`config.mk`:
```
export PLATFORM = sky130hd
export DESIGN_NAME = req_router
export DESIGN_NICKNAME = d
export VERILOG_FILES = /design/src/rtl/rtr_pkg.sv /design/src/rtl/rtr_slot_regs.sv /design/src/rtl/rtr_xbar.sv /design/src/rtl/req_router.sv
export SDC_FILE = /design/constraint.sdc
export NUM_CORES = 1
export LEC_CHECK = 0
export ABC_AREA = 1
export CELL_PAD_IN_SITES_DETAIL_PLACEMENT = 0
export CELL_PAD_IN_SITES_GLOBAL_PLACEMENT = 1
export CORE_MARGIN = 1.5
export CORE_UTILIZATION = 39
export CTS_BUF_LIST = sky130_fd_sc_hd__clkbuf_4 sky130_fd_sc_hd__clkbuf_8 sky130_fd_sc_hd__clkbuf_16
export CTS_CLUSTER_DIAMETER = 30
export CTS_CLUSTER_SIZE = 10
export DETAILED_ROUTE_END_ITERATION = 8
export PLACE_DENSITY_LB_ADDON = 0.1
export SYNTH_ARGS = -nofsm -noshare
export SYNTH_HDL_FRONTEND = slang
export SYNTH_HIERARCHICAL = 1
export SYNTH_SLANG_ARGS = --single-unit
```
`constraint.sdc`:
```
create_clock -name clk -period 6.8 [get_ports clk]
set_input_delay 0.68 -clock clk [delete_from_list [all_inputs] [get_ports clk]]
set_output_delay 0.68 -clock clk [all_outputs]
set_load 0.1 [all_outputs]
```
`src/rtl/rtr_pkg.sv`:
```
`timescale 1ns/1ps
package rtr_pkg;

    // Byte offset of the first mapping slot inside the controller space.
    localparam logic [31:0] SLOT_BASE = 32'h0000_2000;

    typedef enum logic [1:0] {
        BUS_IDLE  = 2'd0,
        BUS_READ  = 2'd1,
        BUS_WRITE = 2'd2
    } bus_op_e;

    typedef struct packed {
        logic        hit;
        logic [15:0] idx;
    } slot_dec_t;

    function automatic bus_op_e bus_op(input logic sel, input logic wr);
        if (!sel)
            return BUS_IDLE;
        return wr ? BUS_WRITE : BUS_READ;
    endfunction

    // Slot index is (addr - base) / 4; only aligned addresses inside the
    // slot array decode to a slot.
    function automatic slot_dec_t decode_slot(input logic [31:0] addr,
                                              input int unsigned nreq);
        slot_dec_t   d;
        logic [31:0] off;
        off   = addr - SLOT_BASE;
        d.idx = off[17:2];
        d.hit = (addr >= SLOT_BASE) && (off[1:0] == 2'b00) &&
                (32'(off[31:2]) < nreq);
        return d;
    endfunction

endpackage

```
`src/rtl/rtr_slot_regs.sv`:
```
`timescale 1ns/1ps
module rtr_slot_regs #(
    parameter int NUM_REQ = 16,
    parameter int NUM_CH  = 8,
    parameter int ADDR_W  = 16,
    parameter int DATA_W  = 32,
    parameter int SLOT_W  = $clog2(NUM_CH + 1)
) (
    input  logic                      clk,
    input  logic                      rst,
    input  logic                      bus_sel,
    input  logic                      bus_wr,
    input  logic [ADDR_W-1:0]         bus_addr,
    input  logic [DATA_W-1:0]         bus_wdata,
    output logic [DATA_W-1:0]         bus_rdata,
    output logic [NUM_REQ*SLOT_W-1:0] slots_flat
);
    import rtr_pkg::*;

    bus_op_e           op;
    slot_dec_t         dec;
    logic [SLOT_W-1:0] rd_val;
    logic [DATA_W-1:0] rdata_q;
    logic              unused_wdata;

    assign op  = bus_op(bus_sel, bus_wr);
    assign dec = decode_slot(32'(bus_addr), NUM_REQ);
    assign unused_wdata = ^bus_wdata[DATA_W-1:SLOT_W];

    for (genvar u = 0; u < NUM_REQ; u++) begin : g_slot
        logic [SLOT_W-1:0] val_q;
        always_ff @(posedge clk) begin
            if (rst)
                val_q <= '0;
            else if (op == BUS_WRITE && dec.hit && dec.idx == 16'(u))
                val_q <= bus_wdata[SLOT_W-1:0];
        end
        assign slots_flat[u*SLOT_W +: SLOT_W] = val_q;
    end

    always_comb begin
        rd_val = '0;
        for (int u = 0; u < NUM_REQ; u++)
            if (dec.idx == 16'(u))
                rd_val = slots_flat[u*SLOT_W +: SLOT_W];
    end

    always_ff @(posedge clk) begin
        if (rst)
            rdata_q <= '0;
        else if (op == BUS_READ && dec.hit)
            rdata_q <= {{(DATA_W-SLOT_W){1'b0}}, rd_val};
        else
            rdata_q <= '0;
    end

    assign bus_rdata = rdata_q;

endmodule

```
`src/rtl/rtr_xbar.sv`:
```
`timescale 1ns/1ps
module rtr_xbar #(
    parameter int NUM_REQ = 16,
    parameter int NUM_CH  = 8,
    parameter int SLOT_W  = $clog2(NUM_CH + 1)
) (
    input  logic                      clk,
    input  logic                      rst,
    input  logic [NUM_REQ-1:0]        periph_req,
    input  logic [NUM_REQ*SLOT_W-1:0] slots_flat,
    output logic [NUM_CH-1:0]         chan_req
);
    for (genvar c = 0; c < NUM_CH; c++) begin : g_ch
        localparam logic [SLOT_W-1:0] CODE = SLOT_W'(c + 1);
        logic [NUM_REQ-1:0] match;
        logic               req_q;

        for (genvar u = 0; u < NUM_REQ; u++) begin : g_src
            assign match[u] = periph_req[u] &&
                              (slots_flat[u*SLOT_W +: SLOT_W] == CODE);
        end

        always_ff @(posedge clk) begin
            if (rst)
                req_q <= 1'b0;
            else
                req_q <= |match;
        end
        assign chan_req[c] = req_q;
    end

endmodule

```
`src/rtl/req_router.sv`:
```
`timescale 1ns/1ps
module req_router #(
    parameter int NUM_REQ = 16,
    parameter int NUM_CH  = 8,
    parameter int ADDR_W  = 16,
    parameter int DATA_W  = 32
) (
    input  logic               clk,
    input  logic               rst,
    input  logic               bus_sel,
    input  logic               bus_wr,
    input  logic [ADDR_W-1:0]  bus_addr,
    input  logic [DATA_W-1:0]  bus_wdata,
    output logic [DATA_W-1:0]  bus_rdata,
    input  logic [NUM_REQ-1:0] periph_req,
    output logic [NUM_CH-1:0]  chan_req
);
    localparam int SLOT_W = $clog2(NUM_CH + 1);

    logic [NUM_REQ*SLOT_W-1:0] slots_flat;

    rtr_slot_regs #(
        .NUM_REQ(NUM_REQ), .NUM_CH(NUM_CH), .ADDR_W(ADDR_W),
        .DATA_W(DATA_W), .SLOT_W(SLOT_W)
    ) u_regs (
        .clk(clk), .rst(rst), .bus_sel(bus_sel), .bus_wr(bus_wr),
        .bus_addr(bus_addr), .bus_wdata(bus_wdata), .bus_rdata(bus_rdata),
        .slots_flat(slots_flat)
    );

    rtr_xbar #(
        .NUM_REQ(NUM_REQ), .NUM_CH(NUM_CH), .SLOT_W(SLOT_W)
    ) u_xbar (
        .clk(clk), .rst(rst), .periph_req(periph_req),
        .slots_flat(slots_flat), .chan_req(chan_req)
    );

endmodule

```
==> impl_results.md <==
- Status: finished clean
- Mux share of post-synthesis cell area: 0
- Synth area leaders: dfxtp_1, nand2_1, nor2_1, a211oi_1, nand3_1
- Gate Count Post-Synth: 947
- Vias in the first global route: 5059
- R2r setup slk: around 4600 ps
- Synth cell types: 29
- Final Setup Violations: 0
- Slowest cell on crit path: nand3_2
- Synthesis-to-finish area growth: 14.81%
- Power per Cell Area: 169.6 nW/um^2
- Area of the multi-input gates: ~3600 um^2
- Hold Path End: u_regs/g_slot[11].val_q[2]$_SDFFE_PP0P_
- Startpoint types: input pin
- Async SR Flop Fraction: 0
- Layout cells sized above 1: 0.1047
- Hold path startpoint: u_regs/g_slot[11].val_q[2]$_SDFFE_PP0P_
- Simple-Gate Fraction of Synth Area: 0.4937
- Max Fclk: 252.1 MHz
- Post-synth top area share: 0.2672
- WHS: 529.8 ps
- Initial antenna violation count: 0
- P_int: roughly 0.00080 W
- Setup CP Type: input pin to flip-flop
- Final setup TNS: 0 ps
- Reg-to-reg endpoint: u_regs/bus_rdata[0]$_SDFF_PP0_
- Synthesized flop and latch total: 76
- Max cap viols: 0
- Vias: between 5000 and 6000
- Unrepaired setup endpoints after global routing: no
- Worst Tran Pin Value: 971.5 ps
- Reg power frac: 0.401
- Critical Path RT: 7060 ps
- Sw Share: 0.2791
- Wire per inst: 15.75 um
- DR iter-0 viols: 343
- Gate power share: 0.119
- Adder-cell share of the synthesized area: 0.004395
- Final min period: about 4000 ps
- Post-cts sizing count: 0
- Clk Latency, worst-skew pair: 350 ps
- Port bufs: 51
- Root Driver: clkbuf_16
- Buf+Inv Stages, Crit Path: 2
- Delay-heaviest family, CP: simple AND/OR/NAND/NOR gates
- Clk sinks: 76
- Final WL: 18470 um
- CP Cell Sequence: clkdlybuf4s50_1 > inv_2 > ha_1 > ha_1 > nand2_1 > a21oi_2 > nand2_4 > nor4b_2 > nand3_2 > nor3_2 > nor2_1 > a211oi_1
- Area leader, netlist: dfxtp_1
- Clock power frac: 0.479
- Residual DRC: 0
- Worst Setup End Kind: flip-flop
- Largest stage delay on the critical path: 800 ps
- Vias/cell: 4.899
- FF/Latch Area: roughly 1500 um^2
- Arr. time, crit path: 4230 ps
- Crit path top cell by count: ha_1
- Crit-path max FO: 16
- Cell Area, Synth: ~5700 um^2
- Gr usage total: 0.2541
- Lkg Pwr: 2.950 nW
- Initial Utilization: 0.4055
- Max-slew violation count: 0
- Num CTS Buffers: 9
- Final Non-Filler Cells: 1173
- Post-CTS Hold Buffers: 0
- R2R Path Start: u_regs/g_slot[0].val_q[0]$_SDFFE_PP0P_
- Die height: 123.8 um
- Layout Skew: 3.698 ps
- H-tree Lvls: 3
- Core Region: 14040 um^2
- Rel. slew slack: 0.3516
- Die area: 15330 um^2
- Post-CTS setup buffers: 0
- Peak supply drop: 0.1575 mV
- Final Hold Viols: 0
- Layout Nets: 1058
- Placed insts: 1157
- Syn avg cell area: 6.013 um^2
- XOR/XNOR share of the synthesized area: 0
- Fill cell count: 1529
- Router iterations before antenna repair: 5
- Antenna Cells: 0
- Largest net degree at the start of global routing: 74
- Post-detail-place hpwl: 14270 um
- IO Pins: 108
- Ys flop type: dfxtp_1
- HP Class: flip-flop to flip-flop
- Worst hold stages: 2
- TritonCTS clock tree: done
- Reg2reg path depth: 24
- GRT overflow: 0
- Largest family of logic cells by synthesized area: simple AND/OR/NAND/NOR gates
- Clock slew seen by the registers of the worst setup and hold paths: 60 ps
- Final ANT Viol Nets: 0
- Final worst-path cycle share: 0.5834
- Warning count from the yosys run: 6
- GP Congestion: 0.9456
- Die width: 123.8 um
- EDFF count, synth: 0
- Clock Path Buffers: 2
- Compound-Gate Fraction of Synth Area: 0.1096
- Seq/Total Area, Yosys: 0.2672
- Rows: 43
- Sw Pwr: 0.0003095 W
- First-pass GRT wire length: 28280 um
-- worst reg2reg max path: stages, from the launching register on --
cell and delay [ps]:
dfxtp_1 490, nand4_1 130, nand2_1 80, inv_1 50
nand2_1 50, nand2_1 50, nand2_1 80, nand2_1 70
nand2_1 80, nand2_1 60, nand2_1 60, nand2_1 50
nand2_1 50, nand2_1 60, nand2_1 60, nand2_1 90
nand2_1 70, nand2_1 50, nand2_1 50, nand2_1 100
nand2_1 80, nand2_1 60, nand2_1 60, nand2_1 80
a21oi_1 110
-- cell usage after synthesis, types with 14 or more instances --
cell and n:
nor2_4 14, nor2_1 217, a211oi_1 64, nor2_2 20, nand3_1 78, nand2_1 246
dfxtp_1 76, inv_1 75, a21oi_1 17, buf_4 37, nand4_1 14, or2_2 14
inv_2 26
-- logic make-up after synthesis --
family,count (synthesis)
DFF,76
buffers and inverters,151
adders and majority gates,2
AOI/OAI and AO/OA,92
and+or+nand+nor,625
other,1
-- through the flow --
step	total power, W	util	cell area [um^2]	setup slack [ps]
after CTS	0.001120	0.4656	6538	2858
after global placement	0.0005869	0.4423	6211	2498
final	0.001109	0.4656	6538	2833
after floorplan	0.0005581	-	5796	3788
after global routing	0.001141	0.4656	6538	2570
after detailed placement	0.0005868	0.4423	6211	2487
-- state kept, by name, indices dropped and copies added (netlist names) --
register / cells
u_regs/g_slot.val_q: 64
u_xbar/g_ch.req_q: 8
u_regs/bus_rdata: 4
-- power groups by stage --
stage               sequential (W)  clock [W]  combinational [W]
floorplan                 0.000455          0           0.000103
global placement          0.000455          0           0.000132
detailed placement        0.000455          0           0.000132
CTS                       0.000445   0.000543           0.000132
global route              0.000445   0.000558           0.000139
finish                    0.000445   0.000532           0.000132
-- layout by cell type (no fill, tap or decap), drive strengths merged, types with 18 or more instances in the layout --
cell type | synthesis | layout
nor2 | 252 | 252
nand2 | 248 | 248
inv | 102 | 102
nand3 | 79 | 79
dfxtp | 76 | 76
a211oi | 64 | 64
clkdlybuf4s50 | 0 | 50
conb | 1 | 28
or2 | 25 | 25
a21oi | 18 | 18
-- worst max path at each step --
stage                      start                                 endpoint  slack (ps)  depth (start not counted)
CTS                 bus_addr[13]  u_regs/g_slot[14].val_q[2]$_SDFFE_PP0P_        2860                         12
floorplan           bus_addr[13]           u_regs/bus_rdata[0]$_SDFF_PP0_        3790                         27
global route        bus_addr[13]  u_regs/g_slot[15].val_q[3]$_SDFFE_PP0P_        2570                         12
finish              bus_addr[13]   u_regs/g_slot[5].val_q[1]$_SDFFE_PP0P_        2830                         12
detailed placement  bus_addr[13]  u_regs/g_slot[14].val_q[1]$_SDFFE_PP0P_        2490                         12
global placement    bus_addr[13]  u_regs/g_slot[15].val_q[3]$_SDFFE_PP0P_        2500                         12
-- layer usage --
metal,part of all wire,up-vias,wire (um),global-route usage
met5,0,-,0,0
met3,0.045,24,827,0.03571
met2,0.44,136,8064,0.3940
li1,-,3053,-,-
met1,0.50,2534,9156,0.3607
met4,0.023,0,421,0.08549
-- final cells by class --
class | instances | share of cell area
Inverter | 102 | 0.05895
Timing Repair Buffer | 52 | 0.07847
Multi-Input combinational cell | 747 | 0.5455
Clock inverter | 6 | 0.01340
Tap cell | 180 | 0.03445
Sequential cell | 76 | 0.2327
Clock buffer | 10 | 0.03655
Power figures use the tool's default switching activity.
